==> src/rtl/updown_pkg.sv <==
package updown_pkg;
  localparam int CNT_W = 4;
  localparam int SEG_W = 7;

  function automatic logic [CNT_W-1:0] step_count(input logic [CNT_W-1:0] cur,
                                                  input logic up, input logic dn);
    logic [CNT_W-1:0] nxt;
    nxt = cur;
    if (up && !dn) nxt = cur + CNT_W'(1);
    else if (dn && !up) nxt = cur - CNT_W'(1);
    return nxt;
  endfunction

  // active-high gfedcba pattern, bit 6 = g
  function automatic logic [SEG_W-1:0] hex_glyph(input logic [3:0] v);
    logic [SEG_W-1:0] g;
    case (v)
      4'h0: g = 7'h3F; 4'h1: g = 7'h06; 4'h2: g = 7'h5B; 4'h3: g = 7'h4F;
      4'h4: g = 7'h66; 4'h5: g = 7'h6D; 4'h6: g = 7'h7D; 4'h7: g = 7'h07;
      4'h8: g = 7'h7F; 4'h9: g = 7'h6F; 4'hA: g = 7'h77; 4'hB: g = 7'h7C;
      4'hC: g = 7'h39; 4'hD: g = 7'h5E; 4'hE: g = 7'h79; default: g = 7'h71;
    endcase
    return g;
  endfunction
endpackage

==> src/rtl/key_press_detect.sv <==
module key_press_detect #(
  parameter int SYNC_STAGES = 2
) (
  input  logic clk,
  input  logic rst,
  input  logic key_n,
  output logic press_o
);
  logic [SYNC_STAGES-1:0] sync_q;
  logic                   prev_q;
  logic                   level_now;

  always_ff @(posedge clk) begin
    if (rst) begin
      sync_q <= '1;
      prev_q <= 1'b1;
    end else begin
      sync_q <= {sync_q[SYNC_STAGES-2:0], key_n};
      prev_q <= sync_q[SYNC_STAGES-1];
    end
  end

  assign level_now = sync_q[SYNC_STAGES-1];
  assign press_o   = prev_q & ~level_now;

  // a held key yields a single pulse
  a_r4_single_pulse: assert property (@(posedge clk) disable iff (rst)
    press_o |=> !press_o);
  // no pulse on a rising (release) edge
  a_r5_release_silent: assert property (@(posedge clk) disable iff (rst)
    (level_now && !$past(level_now)) |-> !press_o);
endmodule

==> src/rtl/count_core.sv <==
module count_core
  import updown_pkg::*;
(
  input  logic             clk,
  input  logic             rst,
  input  logic             up_i,
  input  logic             dn_i,
  output logic [CNT_W-1:0] count_o
);
  always_ff @(posedge clk) begin
    if (rst) count_o <= '0;
    else     count_o <= step_count(count_o, up_i, dn_i);
  end

  a_r2_up_step: assert property (@(posedge clk) disable iff (rst)
    (up_i && !dn_i) |=> count_o == CNT_W'($past(count_o) + 1'b1));
  a_r3_dn_step: assert property (@(posedge clk) disable iff (rst)
    (dn_i && !up_i) |=> count_o == CNT_W'($past(count_o) - 1'b1));
  a_r6_both_cancel: assert property (@(posedge clk) disable iff (rst)
    (dn_i && up_i) |=> $stable(count_o));
  a_r5_idle_hold: assert property (@(posedge clk) disable iff (rst)
    (!dn_i && !up_i) |=> $stable(count_o));
endmodule

==> src/rtl/hex_seg_decode.sv <==
module hex_seg_decode
  import updown_pkg::*;
(
  input  logic [CNT_W-1:0] value_i,
  output logic [SEG_W-1:0] seg_n_o
);
  always_comb seg_n_o = ~hex_glyph(value_i);
endmodule

==> src/rtl/updown_hex_counter.sv <==
module updown_hex_counter
  import updown_pkg::*;
#(
  parameter int SYNC_STAGES = 2
) (
  input  logic             clk,
  input  logic             rst,
  input  logic             key_up_n,
  input  logic             key_dn_n,
  output logic [CNT_W-1:0] count_o,
  output logic [SEG_W-1:0] seg_n_o
);
  localparam int NKEYS = 2;
  logic [NKEYS-1:0] key_raw_n;
  logic [NKEYS-1:0] press;
  logic             up_press, dn_press;

  assign key_raw_n = {key_dn_n, key_up_n};

  for (genvar k = 0; k < NKEYS; k++) begin : g_key
    key_press_detect #(.SYNC_STAGES(SYNC_STAGES)) u_det (
      .clk(clk), .rst(rst), .key_n(key_raw_n[k]), .press_o(press[k]));
  end

  assign up_press = press[0];
  assign dn_press = press[1];

  count_core u_cnt (
    .clk(clk), .rst(rst), .up_i(up_press), .dn_i(dn_press), .count_o(count_o));

  hex_seg_decode u_seg (.value_i(count_o), .seg_n_o(seg_n_o));

  // every hex glyph lights at least two segments
  a_r9_glyph_lit: assert property (@(posedge clk) disable iff (rst)
    $countones(~seg_n_o) >= 2);
  // the cycle after reset shows zero
  a_r1_reset_zero: assert property (@(posedge clk)
    rst |=> (count_o == '0));
endmodule

==> config.mk <==
export PLATFORM = sky130hd
export DESIGN_NAME = updown_hex_counter
export DESIGN_NICKNAME = d
export VERILOG_FILES = /design/src/rtl/updown_pkg.sv /design/src/rtl/key_press_detect.sv /design/src/rtl/count_core.sv /design/src/rtl/hex_seg_decode.sv /design/src/rtl/updown_hex_counter.sv
export SDC_FILE = /design/constraint.sdc
export NUM_CORES = 1
export LEC_CHECK = 0
export BUFFER_PORTS_ARGS = -buffer_cell sky130_fd_sc_hd__buf_2
export CORE_MARGIN = 5
export CORE_UTILIZATION = 49
export CTS_CLUSTER_DIAMETER = 100
export DETAILED_ROUTE_END_ITERATION = 10
export GPL_TIMING_DRIVEN = 0
export PLACE_DENSITY_LB_ADDON = 0.3
export SKIP_LAST_GASP = 1
export SLEW_MARGIN = 20
export SYNTH_ARGS = -nofsm -noshare
export SYNTH_HDL_FRONTEND = slang
export SYNTH_HIERARCHICAL = 1
export SYNTH_SLANG_ARGS = --single-unit
==> constraint.sdc <==
create_clock -name clk -period 2.4 [get_ports clk]
set_clock_uncertainty 0.2 [all_clocks]
set_input_delay 0.48 -clock clk [delete_from_list [all_inputs] [get_ports clk]]
set_output_delay 0.48 -clock clk [all_outputs]
set_load 0.005 [all_outputs]
==> out/qor.yml <==
report.final.slew_viol_count: 0
fp-row-count: 13
area_growth_pct: 21.16
cts-root-buf: "clkbuf_4"
grt_use_met2_pct: 18.43
syn_nets: 86
grt_overflow: 0
fin_crit_ps: 2332
synth_area_leaders: "dfxtp_1 (30%), ha_1 (17%), or2_1 (5.6%)"
arrival_ps: 1650
min_path_type: "primary input to flop"
status: "complete, no violations"
busiest_layer: "met2"
ys_seq_elements: 10
cts_max_level: 1
ctsLongestPathBuffers: 2
fp.dieW_um: 46.93
maxCapViolCount: 0
setup_viol: 0
synth_top_area_share_pct: 29.96
yosysTopAreaCell: "dfxtp_1"
total_leakage_power_nw: 0.3815
hold-worst-slack_ps: 206.8
num_io_pins: 15
cp.required_ps: 1720
hold_viol_final: 0
worstSetupStartpointType: "flop"
rsz0062_at_grt: "false"
die_y_um: 46.93
drtPass1Iterations: 4
synth_top_flop_cell: "dfxtp_1"
drcViolationCount: 0
wl_um: 1119
grt_pass1_vias: 473
grtUsageMet3_pct: 4.598
grt_max_degree: 12
synth-seq-area-share_pct: 29.96
synth_edf_count: 0
worstSkewPairLatency_ps: 250
grt_util_met1_pct: 16.55
drtAntennaViolNets: 0
dp_hpwl_um: 880.5
grt_pass1_wl_um: 1932
worst_slew_pin_slew_ps: 285.5
synthCells: 72
maxSlewHeadroom_pct: 80.97
ys_types: 27
criticalPathCategory: "flop to primary output"
drt-vias-per-instance: 5.056
critPathMaxFanout: 6
diodes: 0
holdBufCountCts: 0
routedWlPerCell_um: 10.46
grt_use_total_pct: 12.03
finalCritPeriodShare_pct: 97.18
design.die.area_um2: 2202
cts.sinks: 10
final_nets: 108
path_clk_slew_ps: 60
syn_area_um2: 668.1
layout_commonest_cell: "buf_2"
antenna_found_initial: 0
routabilityCongestion: 0.8285
initial_core_util_pct: 51.35
powerDensity_nw_per_um2: 575.7
port_buffers: 14
synthArstFlopShare_pct: 0
numCtsBuffers: 3
avgSynthCellArea_um2: 9.280
core_area_um2: 1301
crit_path_end_kind: "primary output"
vias: 541
fmax_mhz: 428.7
fin_setup_tns_ps: 0
final_cell_mix: "buf_2 (15), nor2_1 (9), ha_1 (9)"
tritoncts: "yes"
drive_gt1_share_pct: 27.17
irDropWorstVdd_uv: 479.7
first_iter_violations: 7
synth_warnings: 6
[routing by layer]
| layer | vias to the layer above | wire [um] |
|---|---|---|
| li1 | 283 | - |
| met1 | 245 | 560 |
| met2 | 13 | 483 |
| met5 | - | 0 |
| met3 | 0 | 75 |
| met4 | 0 | 0 |
[where the power goes]
| part | internal, mW | switching, mW | leakage, nW | total [mW] |
|---|---|---|---|---|
| Clock | 0.0572 | 0.0453 | 0.0138 | 0.102 |
| Combinational | 0.0901 | 0.0831 | 0.284 | 0.173 |
| Sequential | 0.178 | 0.0120 | 0.0838 | 0.190 |
[worst max-delay path, stage by stage, from the launching register on]
cell and delay, ps:
dfxtp_4 380, inv_1 90, ha_1 280, inv_1 50, mux4_1 460, buf_2 140
[worst paths after layout]
| kind | from | to | slack (ps) | cells after the start |
|---|---|---|---|---|
| worst min register to register | g_key[1].u_det/sync_q[0] | g_key[1].u_det/sync_q[1] | 210 | 1 |
| worst min-delay path | key_up_n | g_key[0].u_det/sync_q[0] | 210 | 2 |
| worst max register to register | g_key[1].u_det/prev_q | u_cnt/count_o[3] | 150 | 9 |
| worst max-delay path | u_cnt/count_o[0] | seg_n_o[3] | 70 | 5 |
[registers in the layout (all words and copies together), names as in the netlist]
signal and flops:
g_key.u_det/prev_q 2, g_key.u_det/sync_q 4, u_cnt/count_o 4
[area by class of cell]
type	instances	area [um^2]
Fill cell	131	491.7
Buffer	3	20.02
Multi-Input combinational cell	54	429.2
Sequential cell	10	207.7
Inverter	5	18.77
Timing Repair Buffer	17	92.59
Clock buffer	3	22.52
Tap cell	15	18.77
[cell usage after synthesis, types with 2 or more instances]
library cell / number
a21oi_1: 2
a22o_1: 2
a31oi_1: 2
dfxtp_1: 10
ha_1: 9
inv_1: 5
mux2i_1: 3
nand2_1: 3
nor2_1: 9
nor2b_1: 5
or2_1: 6
[timing repair]
item | CTS | global route
pin swaps | 0 | 0
setup buffers | 0 | 3
cloned | 0 | 0
setup endpoints to repair | 2 | 2
gates resized for setup | 4 | 0
hold endpoints to repair | 0 | 0
[per-stage QoR]
stage / instances / setup WS [ps] / utilization [%] / power (mW) / area, um^2
final: 107 / 67.58 / 62.21 / 0.4661 / 809.5
after global routing: 107 / 7.145 / 62.21 / 0.5059 / 809.5
after CTS: 104 / 23.31 / 60.48 / 0.4643 / 787.0
after detailed placement: 101 / 90.95 / 58.17 / 0.3602 / 757.0
after global placement: 101 / 88.22 / 58.17 / 0.3556 / 757.0
after floorplan: 72 / 285.9 / - / 0.3077 / 668.1
[logic make-up after synthesis]
family / count (synthesis) / share of synthesized area, %
compound gates: 10 / 10.67
mux: 5 / 10.11
buf+inv: 8 / 5.804
fa+ha+maj: 10 / 19.85
xor+xnor: 2 / 2.622
flops: 10 / 29.96
simple gates: 27 / 20.97
Note: power is estimated with default switching activity, not from simulation.
